--- src/rtl/smb_tgt_pkg.sv ---
package smb_tgt_pkg;
    localparam int BYTE_W = 8;
    localparam int DEVA_W = 7;
    localparam int CNT_W  = $clog2(BYTE_W);

    localparam logic [BYTE_W-1:0] RA_DEVADDR = 8'h00;
    localparam logic [BYTE_W-1:0] RA_SWRST   = 8'h01;
    localparam logic [BYTE_W-1:0] RA_IDENT   = 8'h0F;
    localparam logic [BYTE_W-1:0] RA_CTRL    = 8'h21;
    localparam logic [BYTE_W-1:0] RA_UNLOCK  = 8'h22;

    typedef enum logic [2:0] {
        ST_IDLE, ST_DEV, ST_DEV_ACK, ST_REG, ST_REG_ACK, ST_WDAT, ST_WDAT_ACK, ST_RDAT
    } link_st_e;

    // Map unlock bits to the control bits they open; bit 7 is never locked.
    function automatic logic [BYTE_W-1:0] unlock_mask(input logic [BYTE_W-1:0] ov);
        return {1'b1, ov[6], ov[5], ov[4], ov[2], ov[1], ov[0], ov[0]};
    endfunction
endpackage

--- src/rtl/smb_pin_sync.sv ---
module smb_pin_sync #(
    parameter int STAGES = 2
) (
    input  logic clk,
    input  logic rst_n,
    input  logic scl_i,
    input  logic sda_i,
    output logic sda_s,
    output logic scl_rise,
    output logic scl_fall,
    output logic start_evt,
    output logic stop_evt
);
    typedef struct packed {
        logic [STAGES-1:0] scl_ff;
        logic [STAGES-1:0] sda_ff;
        logic              scl_p;
        logic              sda_p;
    } sync_t;

    sync_t q, d;
    logic  scl_s;

    assign scl_s = q.scl_ff[STAGES-1];
    assign sda_s = q.sda_ff[STAGES-1];

    always_comb begin
        d        = q;
        d.scl_ff = {q.scl_ff[STAGES-2:0], scl_i};
        d.sda_ff = {q.sda_ff[STAGES-2:0], sda_i};
        d.scl_p  = scl_s;
        d.sda_p  = sda_s;
    end

    always_ff @(posedge clk or negedge rst_n) begin
        if (!rst_n) q <= '1;
        else        q <= d;
    end

    assign scl_rise  = scl_s & ~q.scl_p;
    assign scl_fall  = ~scl_s & q.scl_p;
    assign start_evt = scl_s & q.scl_p & q.sda_p & ~sda_s;
    assign stop_evt  = scl_s & q.scl_p & ~q.sda_p & sda_s;
endmodule

--- src/rtl/smb_link_fsm.sv ---
module smb_link_fsm
    import smb_tgt_pkg::*;
(
    input  logic              clk,
    input  logic              rst_n,
    input  logic              cs_i,
    input  logic              sda_s,
    input  logic              scl_rise,
    input  logic              scl_fall,
    input  logic              start_evt,
    input  logic              stop_evt,
    input  logic [DEVA_W-1:0] dev_addr,
    input  logic [BYTE_W-1:0] rd_data,
    output logic              sda_oe,
    output logic              wr_en,
    output logic [BYTE_W-1:0] wr_addr,
    output logic [BYTE_W-1:0] wr_data
);
    typedef struct packed {
        link_st_e          st;
        logic [BYTE_W-1:0] sh;
        logic [CNT_W-1:0]  cnt;
        logic              full;
        logic              rw;
        logic [BYTE_W-1:0] ptr;
        logic              oe;
        logic              wr;
    } link_t;

    localparam logic [CNT_W-1:0] LAST = CNT_W'(BYTE_W - 1);

    link_t q, d;

    always_comb begin
        d    = q;
        d.wr = 1'b0;
        if (!cs_i) begin
            d.st   = ST_IDLE;
            d.oe   = 1'b0;
            d.full = 1'b0;
        end else if (start_evt) begin
            d.st   = ST_DEV;
            d.cnt  = '0;
            d.full = 1'b0;
            d.oe   = 1'b0;
        end else if (stop_evt) begin
            d.st   = ST_IDLE;
            d.oe   = 1'b0;
            d.full = 1'b0;
        end else begin
            unique case (q.st)
                ST_DEV, ST_REG, ST_WDAT: begin
                    if (scl_rise) begin
                        d.sh   = {q.sh[BYTE_W-2:0], sda_s};
                        d.cnt  = q.cnt + 1'b1;
                        d.full = (q.cnt == LAST);
                    end else if (scl_fall && q.full) begin
                        d.full = 1'b0;
                        if (q.st == ST_DEV) begin
                            if (q.sh[BYTE_W-1:1] == dev_addr) begin
                                d.rw = q.sh[0];
                                d.oe = 1'b1;
                                d.st = ST_DEV_ACK;
                            end else begin
                                d.st = ST_IDLE;
                            end
                        end else if (q.st == ST_REG) begin
                            d.ptr = q.sh;
                            d.oe  = 1'b1;
                            d.st  = ST_REG_ACK;
                        end else begin
                            d.wr = 1'b1;
                            d.oe = 1'b1;
                            d.st = ST_WDAT_ACK;
                        end
                    end
                end
                ST_DEV_ACK: if (scl_fall) begin
                    d.cnt = '0;
                    if (q.rw) begin
                        d.st = ST_RDAT;
                        d.sh = rd_data;
                        d.oe = ~rd_data[BYTE_W-1];
                    end else begin
                        d.st = ST_REG;
                        d.oe = 1'b0;
                    end
                end
                ST_REG_ACK: if (scl_fall) begin
                    d.st  = ST_WDAT;
                    d.oe  = 1'b0;
                    d.cnt = '0;
                end
                ST_WDAT_ACK: if (scl_fall) begin
                    d.st = ST_IDLE;
                    d.oe = 1'b0;
                end
                ST_RDAT: if (scl_fall) begin
                    if (q.cnt == LAST) begin
                        d.oe = 1'b0;
                        d.st = ST_IDLE;
                    end else begin
                        d.sh  = {q.sh[BYTE_W-2:0], 1'b0};
                        d.oe  = ~q.sh[BYTE_W-2];
                        d.cnt = q.cnt + 1'b1;
                    end
                end
                default: ;
            endcase
        end
    end

    always_ff @(posedge clk or negedge rst_n) begin
        if (!rst_n) q <= '{st: ST_IDLE, default: '0};
        else        q <= d;
    end

    assign sda_oe  = q.oe;
    assign wr_en   = q.wr;
    assign wr_addr = q.ptr;
    assign wr_data = q.sh;
endmodule

--- src/rtl/smb_cfg_regs.sv ---
module smb_cfg_regs
    import smb_tgt_pkg::*;
#(
    parameter logic [DEVA_W-1:0] ADDR_DEFAULT = 7'h58,
    parameter logic [BYTE_W-1:0] CTRL_DEFAULT = 8'h25,
    parameter logic [BYTE_W-1:0] ID_VALUE     = 8'hA5
) (
    input  logic              clk,
    input  logic              rst_n,
    input  logic              wr_en,
    input  logic [BYTE_W-1:0] wr_addr,
    input  logic [BYTE_W-1:0] wr_data,
    input  logic [BYTE_W-1:0] rd_addr,
    output logic [BYTE_W-1:0] rd_data,
    output logic [DEVA_W-1:0] dev_addr,
    output logic [BYTE_W-1:0] ctrl,
    output logic [BYTE_W-1:0] unlock
);
    typedef struct packed {
        logic [DEVA_W-1:0] addr;
        logic [BYTE_W-1:0] ctrl;
        logic [BYTE_W-1:0] ovr;
    } regs_t;

    regs_t             q, d;
    logic [BYTE_W-1:0] mask;

    assign mask = unlock_mask(q.ovr);

    always_comb begin
        d = q;
        if (wr_en) begin
            unique case (wr_addr)
                RA_DEVADDR: d.addr = wr_data[BYTE_W-1:1];
                RA_SWRST: if (wr_data[0]) begin
                    d.ctrl = CTRL_DEFAULT;
                    d.ovr  = '0;
                end
                RA_CTRL:   d.ctrl = (q.ctrl & ~mask) | (wr_data & mask);
                RA_UNLOCK: d.ovr  = wr_data;
                default: ;
            endcase
        end
    end

    always_ff @(posedge clk or negedge rst_n) begin
        if (!rst_n) q <= '{addr: ADDR_DEFAULT, ctrl: CTRL_DEFAULT, ovr: '0};
        else        q <= d;
    end

    always_comb begin
        unique case (rd_addr)
            RA_DEVADDR: rd_data = {q.addr, 1'b0};
            RA_IDENT:   rd_data = ID_VALUE;
            RA_CTRL:    rd_data = q.ctrl;
            RA_UNLOCK:  rd_data = q.ovr;
            default:    rd_data = '0;
        endcase
    end

    assign dev_addr = q.addr;
    assign ctrl     = q.ctrl;
    assign unlock   = q.ovr;
endmodule

--- src/rtl/cfg_smb_target.sv ---
module cfg_smb_target
    import smb_tgt_pkg::*;
#(
    parameter int                SYNC_STAGES  = 2,
    parameter logic [DEVA_W-1:0] ADDR_DEFAULT = 7'h58,
    parameter logic [BYTE_W-1:0] CTRL_DEFAULT = 8'h25,
    parameter logic [BYTE_W-1:0] ID_VALUE     = 8'hA5
) (
    input  logic              clk,
    input  logic              rst_n,
    input  logic              cs_i,
    input  logic              scl_i,
    input  logic              sda_i,
    output logic              sda_oe_o,
    output logic [BYTE_W-1:0] ctrl_o
);
    logic              sda_s, scl_rise, scl_fall, start_evt, stop_evt;
    logic              wr_en;
    logic [BYTE_W-1:0] wr_addr, wr_data, rd_data, unlock;
    logic [DEVA_W-1:0] dev_addr;

    smb_pin_sync #(.STAGES(SYNC_STAGES)) sync_i (
        .clk(clk), .rst_n(rst_n), .scl_i(scl_i), .sda_i(sda_i),
        .sda_s(sda_s), .scl_rise(scl_rise), .scl_fall(scl_fall),
        .start_evt(start_evt), .stop_evt(stop_evt)
    );

    smb_link_fsm link_i (
        .clk(clk), .rst_n(rst_n), .cs_i(cs_i), .sda_s(sda_s),
        .scl_rise(scl_rise), .scl_fall(scl_fall),
        .start_evt(start_evt), .stop_evt(stop_evt),
        .dev_addr(dev_addr), .rd_data(rd_data), .sda_oe(sda_oe_o),
        .wr_en(wr_en), .wr_addr(wr_addr), .wr_data(wr_data)
    );

    smb_cfg_regs #(
        .ADDR_DEFAULT(ADDR_DEFAULT), .CTRL_DEFAULT(CTRL_DEFAULT), .ID_VALUE(ID_VALUE)
    ) regs_i (
        .clk(clk), .rst_n(rst_n), .wr_en(wr_en), .wr_addr(wr_addr),
        .wr_data(wr_data), .rd_addr(wr_addr), .rd_data(rd_data),
        .dev_addr(dev_addr), .ctrl(ctrl_o), .unlock(unlock)
    );
endmodule

--- config.mk ---
export PLATFORM = sky130hd
export DESIGN_NAME = cfg_smb_target
export DESIGN_NICKNAME = d
export VERILOG_FILES = /design/src/rtl/smb_tgt_pkg.sv /design/src/rtl/smb_pin_sync.sv /design/src/rtl/smb_link_fsm.sv /design/src/rtl/smb_cfg_regs.sv /design/src/rtl/cfg_smb_target.sv
export SDC_FILE = /design/constraint.sdc
export NUM_CORES = 1
export LEC_CHECK = 0
export BUFFER_PORTS_ARGS = -buffer_cell sky130_fd_sc_hd__clkbuf_2
export CELL_PAD_IN_SITES_DETAIL_PLACEMENT = 2
export CELL_PAD_IN_SITES_GLOBAL_PLACEMENT = 2
export CORE_UTILIZATION = 36
export CTS_CLUSTER_SIZE = 24
export DETAILED_ROUTE_END_ITERATION = 8
export HOLD_SLACK_MARGIN = 0.06
export PLACE_DENSITY_LB_ADDON = 0.05
export SKIP_LAST_GASP = 1
export SLEW_MARGIN = 20
export SYNTH_ARGS = -nofsm -noshare
export SYNTH_HDL_FRONTEND = slang
export SYNTH_SLANG_ARGS = --single-unit
export TNS_END_PERCENT = 100
--- constraint.sdc ---
create_clock -name clk -period 1.7 [get_ports clk]
set_input_delay 0.425 -clock clk [delete_from_list [all_inputs] [get_ports clk]]
set_output_delay 0.425 -clock clk [all_outputs]
set_load 0.01 [all_outputs]
## After elaboration in Yosys (flattened, before gate mapping)

Cells that the tools add are included.
Widths: inputs -> output; s select.

| operators by class | value |
|---|---|
| reductions and logical operators | 18 |
| shift operators | 0 |
| $lt $le $gt $ge | 0 |
| add/subtract/negate cells | 1 |
| bitwise operators | 20 |
| divide/modulo/power cells | 0 |
| mux-type cells | 58 |
| multipliers | 0 |
| eq/ne operators | 43 |

Operators by type and width:

| kind | count |
|---|---|
| $mux 12 | 6 |
| $ne 5x2->1 const B | 7 |
| $mux 11 | 3 |
| $mux 3 | 11 |
| $pmux 8 s2 | 2 |
| $pmux 8 s4 | 1 |
| $reduce_and 8->1 | 4 |
| $mux 14 | 2 |
| $mux 8 | 3 |
| $ne 6x2->1 const B | 4 |
| $pmux 8 s3 | 1 |
| $mux 1 | 21 |
| $and 8x8->8 | 2 |
| $eq 8x6->1 const B | 2 |
| $mux 16 | 1 |
| $eq 3x3->1 const B | 5 |
| $pmux 3 s5 | 1 |
| $ne 3x1->1 const B | 4 |
| $pmux 3 s4 | 1 |
| $mux 10 | 1 |
| $ne 2x1->1 const B | 5 |
| $not 1->1 | 9 |
| $reduce_and 9->1 | 1 |
| $eq 8x1->1 const B | 1 |
| 30 further kinds | 42 |

| word-level totals | value |
|---|---|
| register bits after elaboration | 55 |
| word-level logic and storage cells | 155 |
| bits in latches | 0 |
| memory bits (writable) | 0 |
| memories kept | 0 |
| ROM bits | 0 |

## Logic depth before layout (Yosys ltp)

| logic depth | value |
|---|---|
| word-level depth | 14 |
| mapped depth | 8 |
| depth with buffers taken out | 7 |

## By module

From an unflattened synthesis, not the netlist that was laid out.

| unflattened totals | value |
|---|---|
| cells, all modules | 295 |
| area, all modules | 3178.0 um2 |

By module, submodules not included:

| module | area an instance (um2) | times used | cells an instance | sequential area each (um2) |
|---|---|---|---|---|
| smb_link_fsm | 1672.9 | 1 | 159 | 650.6 |
| smb_cfg_regs | 1315.0 | 1 | 126 | 583.1 |
| smb_pin_sync | 190.2 | 1 | 10 | 157.7 |

## Worst setup path after synthesis

No wires, ideal clock.

| timing | value |
|---|---|
| path type | register -> register |
| start | register sync_i.q[1] (netlist bit) |
| end | register link_i.q (netlist bit link_i.wr_addr[6]) |
| setup time | 0.083 ns |
| slack | -0.155 ns |
| stages on the path, launching flop included | 9 |
| clock period less this slack | 1.855 ns |
| data required time | 1.617 ns |
| data arrival time | 1.772 ns |
| cells stage by stage | dfstp_2 buf_2 and3b_1 buf_4 nand3_1 nor3b_2 buf_2 nand3_1 o21ai_0 |

| on the way | value |
|---|---|
| longest elaborated chain between the ends | 5 |
| elaborated cells on any way between the ends | 16 |
| those cells by class | 3 x eq/ne; 11 x bitwise; 2 x reduce/logical |

Ends and longest elaborated chain:

| element | RTL line | RTL |
|---|---|---|
| start: declaration | smb_pin_sync.sv:21 | `sync_t q, d;` |
| start signal: assignment | smb_pin_sync.sv:36 | `if (!rst_n) q <= '1;` |
| start signal: assignment | smb_pin_sync.sv:37 | `else q <= d;` |
| $and 1x1->1 | smb_pin_sync.sv:42, smb_pin_sync.sv:43 |  |
| $and 1x1->1 (on tied branches) (2 in a row) | smb_pin_sync.sv:43, smb_pin_sync.sv:42 |  |
| $ne 6x2->1 (no line) (tied with other cells) | -- |  |
| $reduce_and 8->1 (no line) * | -- |  |
| end signal: assignment | smb_link_fsm.sv:114 | `if (!rst_n) q <= '{st: ST_IDLE, default: '0};` |
| end signal: assignment | smb_link_fsm.sv:115 | `else q <= d;` |
| end: declaration | smb_link_fsm.sv:32 | `link_t q, d;` |

Mark *: on every way between the ends. The rest lies on a longest branch, timed or not.
A chain may end at the register's enable or synchronous reset.

## Final worst setup path

| timing | value |
|---|---|
| start | register link_i.q (netlist bit link_i.wr_addr[1]) |
| end | register link_i.q (netlist bit link_i.sda_oe) |

| on the way | value |
|---|---|
| longest elaborated chain between the ends | 9 |
| elaborated cells on any way between the ends | 12 |
| those cells by class | 3 x eq/ne; 7 x mux; 1 x bitwise; 1 x reduce/logical |

Ends and longest elaborated chain:

| element | RTL line | RTL |
|---|---|---|
| $eq 8x6->1 (tied with other cells) | smb_cfg_regs.sv:52 | `unique case (rd_addr)` |
| $pmux 8 s4 * | smb_cfg_regs.sv:52 |  |
| $not 1->1 * | smb_link_fsm.sv:83 | `d.oe = ~rd_data[BYTE_W-1];` |
| $mux 1 * | smb_link_fsm.sv:80 | `if (q.rw) begin` |
| $mux 1 * | smb_link_fsm.sv:78 | `ST_DEV_ACK: if (scl_fall) begin` |
| $pmux 1 s4 * | smb_link_fsm.sv:51 | `unique case (q.st)` |
| $mux 1 * | smb_link_fsm.sv:46 | `end else if (stop_evt) begin` |
| $mux 1 * | smb_link_fsm.sv:41 | `end else if (start_evt) begin` |
| $mux 1 * | smb_link_fsm.sv:37 | `if (!cs_i) begin` |

Mark *: on every way between the ends. The rest lies on a longest branch, timed or not. The select of a mux whose other input is x is not followed.

==> metrics <==
final WL 14,000 µm; kind of end point of the critical path flop; pins over their slew limit 0; Die Outline Area 0.00870 mm²; endpoint required time on the critical path 1.92 ns; number of H-tree levels 2; async set or reset register ratio after synthesis 1.00; Hold WS 0.0835 ns; TritonCTS buffer count 5; outcome finished with violations; Worst-Skew Late Latency 0.34 ns; Max Fanout on Critical Path 5; first-pass GRT wire length 18,000 µm; Tcrit/Tclk final 1.19; Root Buffer clkbuf_8; most instantiated cells after synthesis dfrtp_1 (43), nor2_1 (20), nand2_1 (19), o21ai_0 (19), a22o_1 (16); average wire length per cell after detail routing 28.2 µm; Final ANT Viol Nets 0; DPL Wire Length 7420 µm; num rows 32; Final Instance Count excl. Fillers 495; CTS sink cnt 55; nets@finish 399; DRC violation total after the first TritonRoute iteration 133; die outline height 93.3 µm; post-place setup slack -0.276 ns; crit path setup slack, layout -0.321 ns; Post-Synthesis Net Count 307; overall via count from detail_route 2,956; Port Buf Inserts 13; initial core utilization 0.380; cell type with the largest total area after synthesis dfrtp_1; Max Clk Rate 495 MHz; Fin Setup TNS -6.59 ns; post-route cell area 0.00449 mm²; instance count of the mapped netlist 300; GR Overflow Total 0; clk_skew 0.0164 ns; number of violations of the max-capacitance limit 0; proportion of netlist area held by the largest area contributor 0.359; post-route DRC violation count 0; cell with the most instances after synthesis dfrtp_1; Synth warnings 0; class of the most critical hold timing path in -> async; Pwr Density 538 mW/mm²; clock tree from TritonCTS yes; Final Hold Vio Count 0; Max Root-Sink Buffers 2; utilization of the core after routing 0.569; total area of multi-input combinational cells 0.00195 mm²; Main synth FF type dfrtp_1; Met1 Routed Length 5590 µm; sequential cell area fraction in the yosys report 0.464; critical path start-end classification reg -> reg; Cell Area, Synth 0.00300 mm²; final estimated routing congestion in global placement 0.819; initial antenna violation count 0; CTS clock-pin slew for the worst setup and hold paths 0.12 ns; fin crit period 2.02 ns; area growth from synthesis to layout 49.7%; setup repair after global routing missed its margin true; Static Leak 2.00 nW; IR drop worst, VDD 0.505 mV; Final setup violation count 43; fraction of layout cells with a size suffix above 1 0.534; maximum number of pins on one net before global-route repair 56; ranking of synthesized cells by area dfrtp_1 (36%), dfstp_2 (11%), a22o_1 (4.7%), mux2_2 (4.1%), o21ai_0 (3.2%); length of routed met3 wiring 469 µm; placed instance area 0.00371 mm²; average footprint of a synthesized cell 10.0 µm²; Via-to-Cell Ratio 5.97; Die Width 93.3 µm; slack of the worst reg-to-reg path -0.32 ns; count of different cell masters after synthesis 58; remaining max-slew budget at the tightest pin 0.716; Placed Cells incl. Taps 467; ports placed on the boundary 14; overall power 2.41 mW; filler instances 768; final antenna diode count 0; met2 WL 7520 µm; Post-synth EDFFs 0; Pre-antenna DRT Iters 4; arrival time worst endpoint 2.24 ns; Overall Global Routing Usage 0.277; register bit count reported by yosys 55; flip-flop and latch area 0.00139 mm²; crit start category flop; top routing layer in use met4; via count of the first global-routing pass 3,186; failing checks setup timing; count of hold buffers inserted by post-cts repair 0; slew of the pin with the lowest slew margin 0.423 ns; Core Region 0.00789 mm²
## layer usage
layer  vias to the layer above  GRT usage
met4                         0     0.0936
met1                      1551      0.320
met5                         -          0
met3                        32     0.0341
li1                       1297          -
met2                        76      0.522
## cell usage in the layout, fill, tap and decap left out, drive strengths merged, types with 3 or more instances in the layout
cell type  Yosys  final
a21o           5      5
o21ai         19     19
a31oi          5      5
nand2         19     19
and2           4      4
a22o          16     16
a221oi         4      4
and3           7      7
nor2b          6      6
nor3           7      7
a22oi          5      5
clkbuf         6     19
nor4           3      3
dfrtp         43     43
o31ai          5      5
a211oi         5      5
inv           12     12
a21oi          8      8
nand3         12     12
nor2          20     20
dfstp         12     12
nand2b         6      6
mux2          11     11
o22ai          4      4
buf           13     91
xor2           7      7
## flip-flops by register name, summed over array words and instances (netlist names), 2 cells and up
register,flops
link_i.q,8
link_i.wr_addr,8
link_i.wr_data,8
regs_i.ctrl,8
regs_i.unlock,8
regs_i.dev_addr,7
sync_i.d,3
sync_i.q,2
## worst max-delay path, cell delays in order, from the launching register on
cell and delay (ns):
dfrtp_1 0.44, buf_4 0.16, buf_4 0.15, nand4b_1 0.17
o31ai_1 0.15, a311oi_2 0.42, a21oi_1 0.14, o41ai_2 0.27
## power by group
group	switching, mW	internal, mW
combinational	0.121	0.0849
sequential	0.0294	1.33
clock	0.510	0.335
total	0.661	1.75
## final timing paths
kind,start,to,cells past startpoint
worst max-delay path,link_i.wr_addr[1],link_i.sda_oe,7
worst min-delay path,rst_n,regs_i.unlock[1],2
worst max register to register,link_i.wr_addr[1],link_i.sda_oe,7
worst min register to register,sync_i.d[3],sync_i.sda_s,0
max in group asynchronous,rst_n,regs_i.dev_addr[6],2
min in group clk,sda_i,sync_i.d[3],1
## area by class of cell
type                    instances  area share
multi-input cells             214       0.433
flip-flops and latches         55       0.310
repair buffers                104       0.196
well taps                     102      0.0284
clock buffers                   6      0.0184
inverters                      12      0.0106
clock inverters                 2     0.00362
## cells by family after synthesis
| group | Yosys count | synth area share |
|---|---|---|
| mux | 12 | 0.0446 |
| fa+ha+maj | 2 | 0.00834 |
| buf+inv | 31 | 0.0451 |
| simple gates | 97 | 0.184 |
| flops | 55 | 0.464 |
| compound gates | 94 | 0.227 |
| xor+xnor | 9 | 0.0263 |
## repair_timing
item / in CTS / in global routing
resized for setup: 52 / 70
setup buffers: 9 / 11
endpoints found under the setup margin: 38 / 46
cloned: 1 / 0
pin swaps: 32 / 30
No activity file was read; power rests on OpenSTA's default activity.
